**src/rtl/spi_shift_engine.sv**
```systemverilog
module spi_shift_engine #(
  parameter int WORD_W = 32,
  parameter int BR_W   = 16,
  parameter int CNT_W  = 16
) (
  input  logic                       clk,
  input  logic                       rst_n,
  input  logic [BR_W-1:0]            cfg_br,
  input  logic [$clog2(WORD_W)-1:0]  cfg_width,
  input  logic                       cfg_cpol,
  input  logic                       cfg_phase,
  input  logic                       cfg_msb_first,
  input  logic                       cfg_tx_off,
  input  logic                       cfg_rx_off,
  input  logic                       cfg_idle_level,
  input  logic                       tx_valid,
  input  logic [WORD_W-1:0]          tx_data,
  output logic                       tx_pop,
  input  logic                       rx_req_wr,
  input  logic [CNT_W-1:0]           rx_req_bytes,
  output logic [CNT_W-1:0]           rx_todo,
  output logic                       sclk,
  output logic                       mosi,
  input  logic                       miso,
  output logic                       busy,
  output logic                       rx_word_valid,
  output logic [WORD_W-1:0]          rx_word,
  output logic [$clog2(WORD_W/8+1)-1:0] rx_bytes_valid
);
  localparam int IW = $clog2(WORD_W);
  localparam int EW = IW + 1;
  localparam int BW = $clog2(WORD_W/8+1);

  logic          run, done_q, sclk_r, mosi_r;
  logic          msb_q, ph_q, txon_q, rxon_q;
  logic [BR_W-1:0] div;
  logic [EW-1:0] edge_n;
  logic [IW-1:0] w_q;
  logic [WORD_W-1:0] tx_q, rx_q;
  logic [BW-1:0] bv_q;
  logic [CNT_W-1:0] todo;

  function automatic logic [IW-1:0] pos(input logic [IW-1:0] w, input logic msb,
                                        input logic [IW-1:0] i);
    return msb ? w - i : i;
  endfunction

  wire tx_on   = ~cfg_tx_off;
  wire rx_on   = ~cfg_rx_off;
  wire start   = ~run & ((tx_on & tx_valid) | (rx_on & ~tx_on & (todo != '0)));
  wire tick    = run & (div == '0);
  wire [IW-1:0] k = edge_n[EW-1:1];
  wire lead    = ~edge_n[0];
  wire last    = (edge_n == {w_q, 1'b1});
  wire [BW-1:0] per_frame = BW'(w_q >> 3) + 1'b1;
  wire rx_only_q = rxon_q & ~txon_q;
  wire [BW-1:0] bv_next = (rx_only_q && todo < CNT_W'(per_frame)) ? BW'(todo) : per_frame;
  wire [IW-1:0] k_next = k + 1'b1;
  wire bit_now  = txon_q ? tx_q[pos(w_q, msb_q, k)]      : cfg_idle_level;
  wire bit_next = txon_q ? tx_q[pos(w_q, msb_q, k_next)] : cfg_idle_level;

  always_ff @(posedge clk) begin
    if (!rst_n) begin
      run <= 1'b0; done_q <= 1'b0; sclk_r <= 1'b0; mosi_r <= 1'b1;
      msb_q <= 1'b0; ph_q <= 1'b0; txon_q <= 1'b0; rxon_q <= 1'b0;
      div <= '0; edge_n <= '0; w_q <= '0;
      tx_q <= '0; rx_q <= '0; bv_q <= '0; todo <= '0;
    end else begin
      done_q <= 1'b0;
      if (!run) begin
        sclk_r <= cfg_cpol;
        mosi_r <= cfg_idle_level;
        if (start) begin
          run    <= 1'b1;
          div    <= cfg_br;
          edge_n <= '0;
          w_q    <= cfg_width;
          msb_q  <= cfg_msb_first;
          ph_q   <= cfg_phase;
          txon_q <= tx_on;
          rxon_q <= rx_on;
          tx_q   <= tx_data;
          rx_q   <= '0;
          if (tx_on && cfg_phase)
            mosi_r <= tx_data[pos(cfg_width, cfg_msb_first, '0)];
        end
      end else begin
        div <= tick ? cfg_br : div - 1'b1;
        if (tick) begin
          sclk_r <= ~sclk_r;
          edge_n <= edge_n + 1'b1;
          if (rxon_q && (ph_q == lead))
            rx_q[pos(w_q, msb_q, k)] <= miso;
          if (last) begin
            run    <= 1'b0;
            done_q <= rxon_q;
            mosi_r <= cfg_idle_level;
            bv_q   <= bv_next;
            if (rx_only_q) todo <= todo - CNT_W'(bv_next);
          end else if (ph_q && !lead) begin
            mosi_r <= bit_next;
          end else if (!ph_q && lead) begin
            mosi_r <= bit_now;
          end
        end
      end
      if (rx_req_wr) todo <= rx_req_bytes;
    end
  end

  assign tx_pop         = start & tx_on;
  assign busy           = run;
  assign sclk           = sclk_r;
  assign mosi           = mosi_r;
  assign rx_todo        = todo;
  assign rx_word_valid  = done_q;
  assign rx_word        = rx_q;
  assign rx_bytes_valid = bv_q;
endmodule

```
**config.mk**
```make
export PLATFORM = sky130hd
export DESIGN_NAME = spi_shift_engine
export DESIGN_NICKNAME = d
export VERILOG_FILES = /design/src/rtl/spi_shift_engine.sv
export SDC_FILE = /design/constraint.sdc
export NUM_CORES = 1
export LEC_CHECK = 0
export ABC_AREA = 1
export BUFFER_PORTS_ARGS = -buffer_cell sky130_fd_sc_hd__buf_2
export CORE_ASPECT_RATIO = 0.8
export CORE_UTILIZATION = 32
export DETAILED_ROUTE_END_ITERATION = 12
export PLACE_DENSITY_LB_ADDON = 0.08
export SLEW_MARGIN = 25
export SYNTH_ARGS = -nofsm -noshare
export SYNTH_HDL_FRONTEND = slang
export SYNTH_SLANG_ARGS = --single-unit
```
**constraint.sdc**
```tcl
create_clock -name clk -period 3.4 [get_ports clk]
set_input_delay 0.51 -clock clk [delete_from_list [all_inputs] [get_ports clk]]
set_output_delay 0.51 -clock clk [all_outputs]
set_load 0.02 [all_outputs]
```
==> impl_metrics.yaml <==
outcome:
  outcome: "finished, final reports clean"
cells_and_area:
  areaGrowthSynthToFinish_pct: 21.8
  multi_input_area_sq_um: 4250
  fin_nets: 1383
  layout-drive-gt1-share: 0.177
  seq_area_sq_um: 2360
  diodes: 0
  final_area_sq_um: 8950
  final.fill_count: 2492
  stdcell_count: 1601
  final_util: 0.398
yosys:
  syn_inst: 1153
  synthTopCellsByCount: "312 x nand2_1, 138 x inv_1, 135 x o21ai_0, 118 x dfxtp_1, 96 x a21oi_1"
  async_flop_share: 0
  synth_fp_nets: 1254
  synth.most_common_cell: "nand2_1"
  synth.avg_cell_area_sq_um: 6.37
  yosysTopAreaCell: "dfxtp_1"
  synth_edf_count: 0
  synth_area_leaders: "dfxtp_1 32%, nand2_1 16%, o21ai_0 9.2%"
  synth_seq_area_share: 0.321
  yosys_register_bits: 118
  synth_area_sq_um: 7350
  ys.flop_type: "dfxtp_1"
  post-synth-top-area-fraction: 0.321
  synth_cell_type_count: 49
  ys_warn_count: 0
critical_path:
  cp-start-kind: "flip-flop"
  endpoint_kind: "flip-flop"
  crit_type: "reg -> reg"
  r2r-start: "w_q[4]"
  rr_endpoint: "rx_todo[12]"
  crit_buf_inv: 5
  cp.arrival_ns: 3.40
  crit_path_max_incr_delay_ns: 0.35
  crit_family: "adder cells"
  critical_path.max_fanout: 6
  crit_start: "w_q[4]"
  cp_slowest_cell: "fa_2"
  reg2reg_slack_ns: 0.35
  worstPathCellList: "ha_1, inv_1, ha_1, o21a_1, o21ai_1, nand2_1, nor2_2, inv_2, nand2_1, o21ai_1, inv_1, ha_1, inv_1, fa_2, nand2_2, nand2_2, nor2_4, buf_4, nand3_1, xor2_1, nand3_1, a31oi_1"
  cp.required_ns: 3.75
  r2r_cells: 22
clock_tree:
  cts_setup_buffers: 0
  cts_buffer_depth: 2
  numCtsBuffers: 17
  clk-insertion-delay-late_ns: 0.43
  clockRootBuffer: "clkbuf_16"
  cts-htree-levels: 4
  clock_sinks: 118
  cts_tree: "yes"
  clk_pin_slew_ns: 0.06
floorplan:
  dieArea_sq_um: 23600
  num_rows: 49
  start_util: 0.327
  die_x_um: 171
  io_pins: 136
  core_sq_um: 22500
  dieHeight_um: 138
drt:
  first_iter_violations: 657
  vias: 7675
  wl_um: 23400
  via_per_inst: 4.79
  drc: 0
  top_layer: "met5"
  dr.pass1.iters: 5
  antenna_left: 0
  wl_met1_um: 12300
  wl_met2_um: 9880
  routedWlPerCell_um: 14.6
  wl_met3_um: 934
pwr:
  clkPwrFrac: 0.412
  p_seq_frac: 0.368
  ir_drop_uv: 280
  power_density_nw_per_um2: 469
  combinationalPowerShare: 0.220
  p_leak_nw: 4.23
  p_sw_frac: 0.324
  power.switching_mw: 1.36
  p_int_mw: 2.84
hold_path:
  hold_path_depth: 2
  hold_path_end: "rxon_q"
  min-delay-start: "cfg_rx_off"
  hp-class: "in -> reg"
global_routing:
  antenna_found_initial: 1
  grt_pass1_wl_um: 37600
  grt_max_degree: 62
  grt_overflow: 0
  grt_use_total: 0.206
  first_global_vias: 7086
placement:
  placed_cells: 1569
  placement.io_buffers: 135
  globalplace.congestion: 0.818
  place_area_sq_um: 8370
  hpwlAfterDp_um: 17100
timing:
  setup_viol: 0
  timing.final.crit_share: 0.897
  fin_crit_ns: 3.05
  rsz0062_at_grt: "false"
  tightest_slew_ns: 0.899
  fmax_mhz: 328
  tns_ns: 0
  slew_headroom: 0.401
  finalMaxSlewViolations: 0
  hold_viol: 0
  fin_skew_ns: 0.0125
run:
  cap_violations: 0
cells in the final DEF, fill, tap and decap left out, types with 3 or more instances in the layout:
cell type | synthesis | layout
buf_4 | 4 | 25
xor2_1 | 12 | 12
nor2_2 | 2 | 4
o211ai_1 | 21 | 21
clkbuf_16 | 0 | 17
buf_2 | 16 | 135
inv_1 | 138 | 136
a31oi_1 | 14 | 14
inv_2 | 5 | 7
xnor2_1 | 8 | 8
nand2_2 | 4 | 7
a21oi_1 | 96 | 96
nand2_1 | 312 | 309
nor3_1 | 11 | 11
o21ai_0 | 135 | 131
a211oi_1 | 6 | 5
o21ai_2 | 2 | 3
clkinv_2 | 0 | 5
clkinvlp_4 | 0 | 4
nor2_1 | 86 | 83
nand3_2 | 3 | 3
ha_1 | 18 | 18
dfxtp_1 | 118 | 118
nand4_1 | 8 | 8
o21ai_1 | 7 | 10
nand3_1 | 63 | 63
routing by layer:
metal  up-vias  global-route usage
met2       139               0.304
met4         2              0.0551
met5         -                   0
li1       4042                   -
met3        27              0.0434
met1      3465               0.298
through the flow:
step                power (mW)  hold slack (ns)  worst slack (ns)
detailed placement        2.48            0.447            0.0352
global placement          2.49            0.445             0.158
finish                    4.20            0.308             0.350
global route              4.45            0.296           0.00605
floorplan                 2.20            0.429             0.158
CTS                       4.23            0.292            0.0106
worst reg2reg max path: stages (launching register included):
cell,delay (ns)
dfxtp_1,0.31
ha_1,0.27
inv_1,0.05
ha_1,0.26
o21a_1,0.11
o21ai_1,0.12
nand2_1,0.07
nor2_2,0.09
inv_2,0.07
nand2_1,0.05
o21ai_1,0.08
inv_1,0.07
ha_1,0.16
inv_1,0.06
fa_2,0.35
nand2_2,0.09
nand2_2,0.10
nor2_4,0.10
buf_4,0.12
nand3_1,0.07
xor2_1,0.15
nand3_1,0.09
a31oi_1,0.16
power groups by stage:
stage | logic (mW) | clock network (mW) | registers, mW
after global placement | 0.910 | 0 | 1.58
after CTS | 0.916 | 1.77 | 1.55
after global routing | 1.05 | 1.84 | 1.56
final | 0.922 | 1.73 | 1.55
after floorplan | 0.617 | 0 | 1.58
after detailed placement | 0.909 | 0 | 1.58
how the worst max path moves through the flow:
stage	cells after the start	endpoint
3_3_place_gp	20	rx_todo[15]
3_5_place_dp	20	rx_todo[15]
6_report	22	rx_todo[12]
4_1_cts	20	rx_todo[15]
2_1_floorplan	20	rx_todo[15]
5_1_grt	20	rx_todo[15]
layout make-up:
| class | count | area share |
|---|---|---|
| multi-input cells | 841 | 0.474 |
| inverters | 144 | 0.0604 |
| repair buffers | 160 | 0.0964 |
| well taps | 306 | 0.0428 |
| flip-flops and latches | 118 | 0.264 |
| clock buffers | 20 | 0.0510 |
| clock inverters | 12 | 0.0115 |
cell families after synthesis:
group	Yosys count	share of synthesized area
AOI/OAI and AO/OA	294	0.218
xor gates and xnor gates	20	0.0238
adders and majority gates	21	0.0388
buffers and inverters	194	0.106
DFF	118	0.321
and+or+nand+nor	506	0.292
repair_timing:
item	in CTS	in global routing
resized for setup	0	14
hold buffers	0	0
endpoints found under the hold margin	0	0
setup endpoints to repair	0	10
state kept, by name, summed over array words and instances, names as in the netlist, 3 cells and up:
| name | count |
|---|---|
| rx_word | 32 |
| tx_q | 32 |
| div | 16 |
| rx_todo | 16 |
| edge_n | 6 |
| w_q | 5 |
| rx_bytes_valid | 3 |
(Power assumes the default switching activity.)
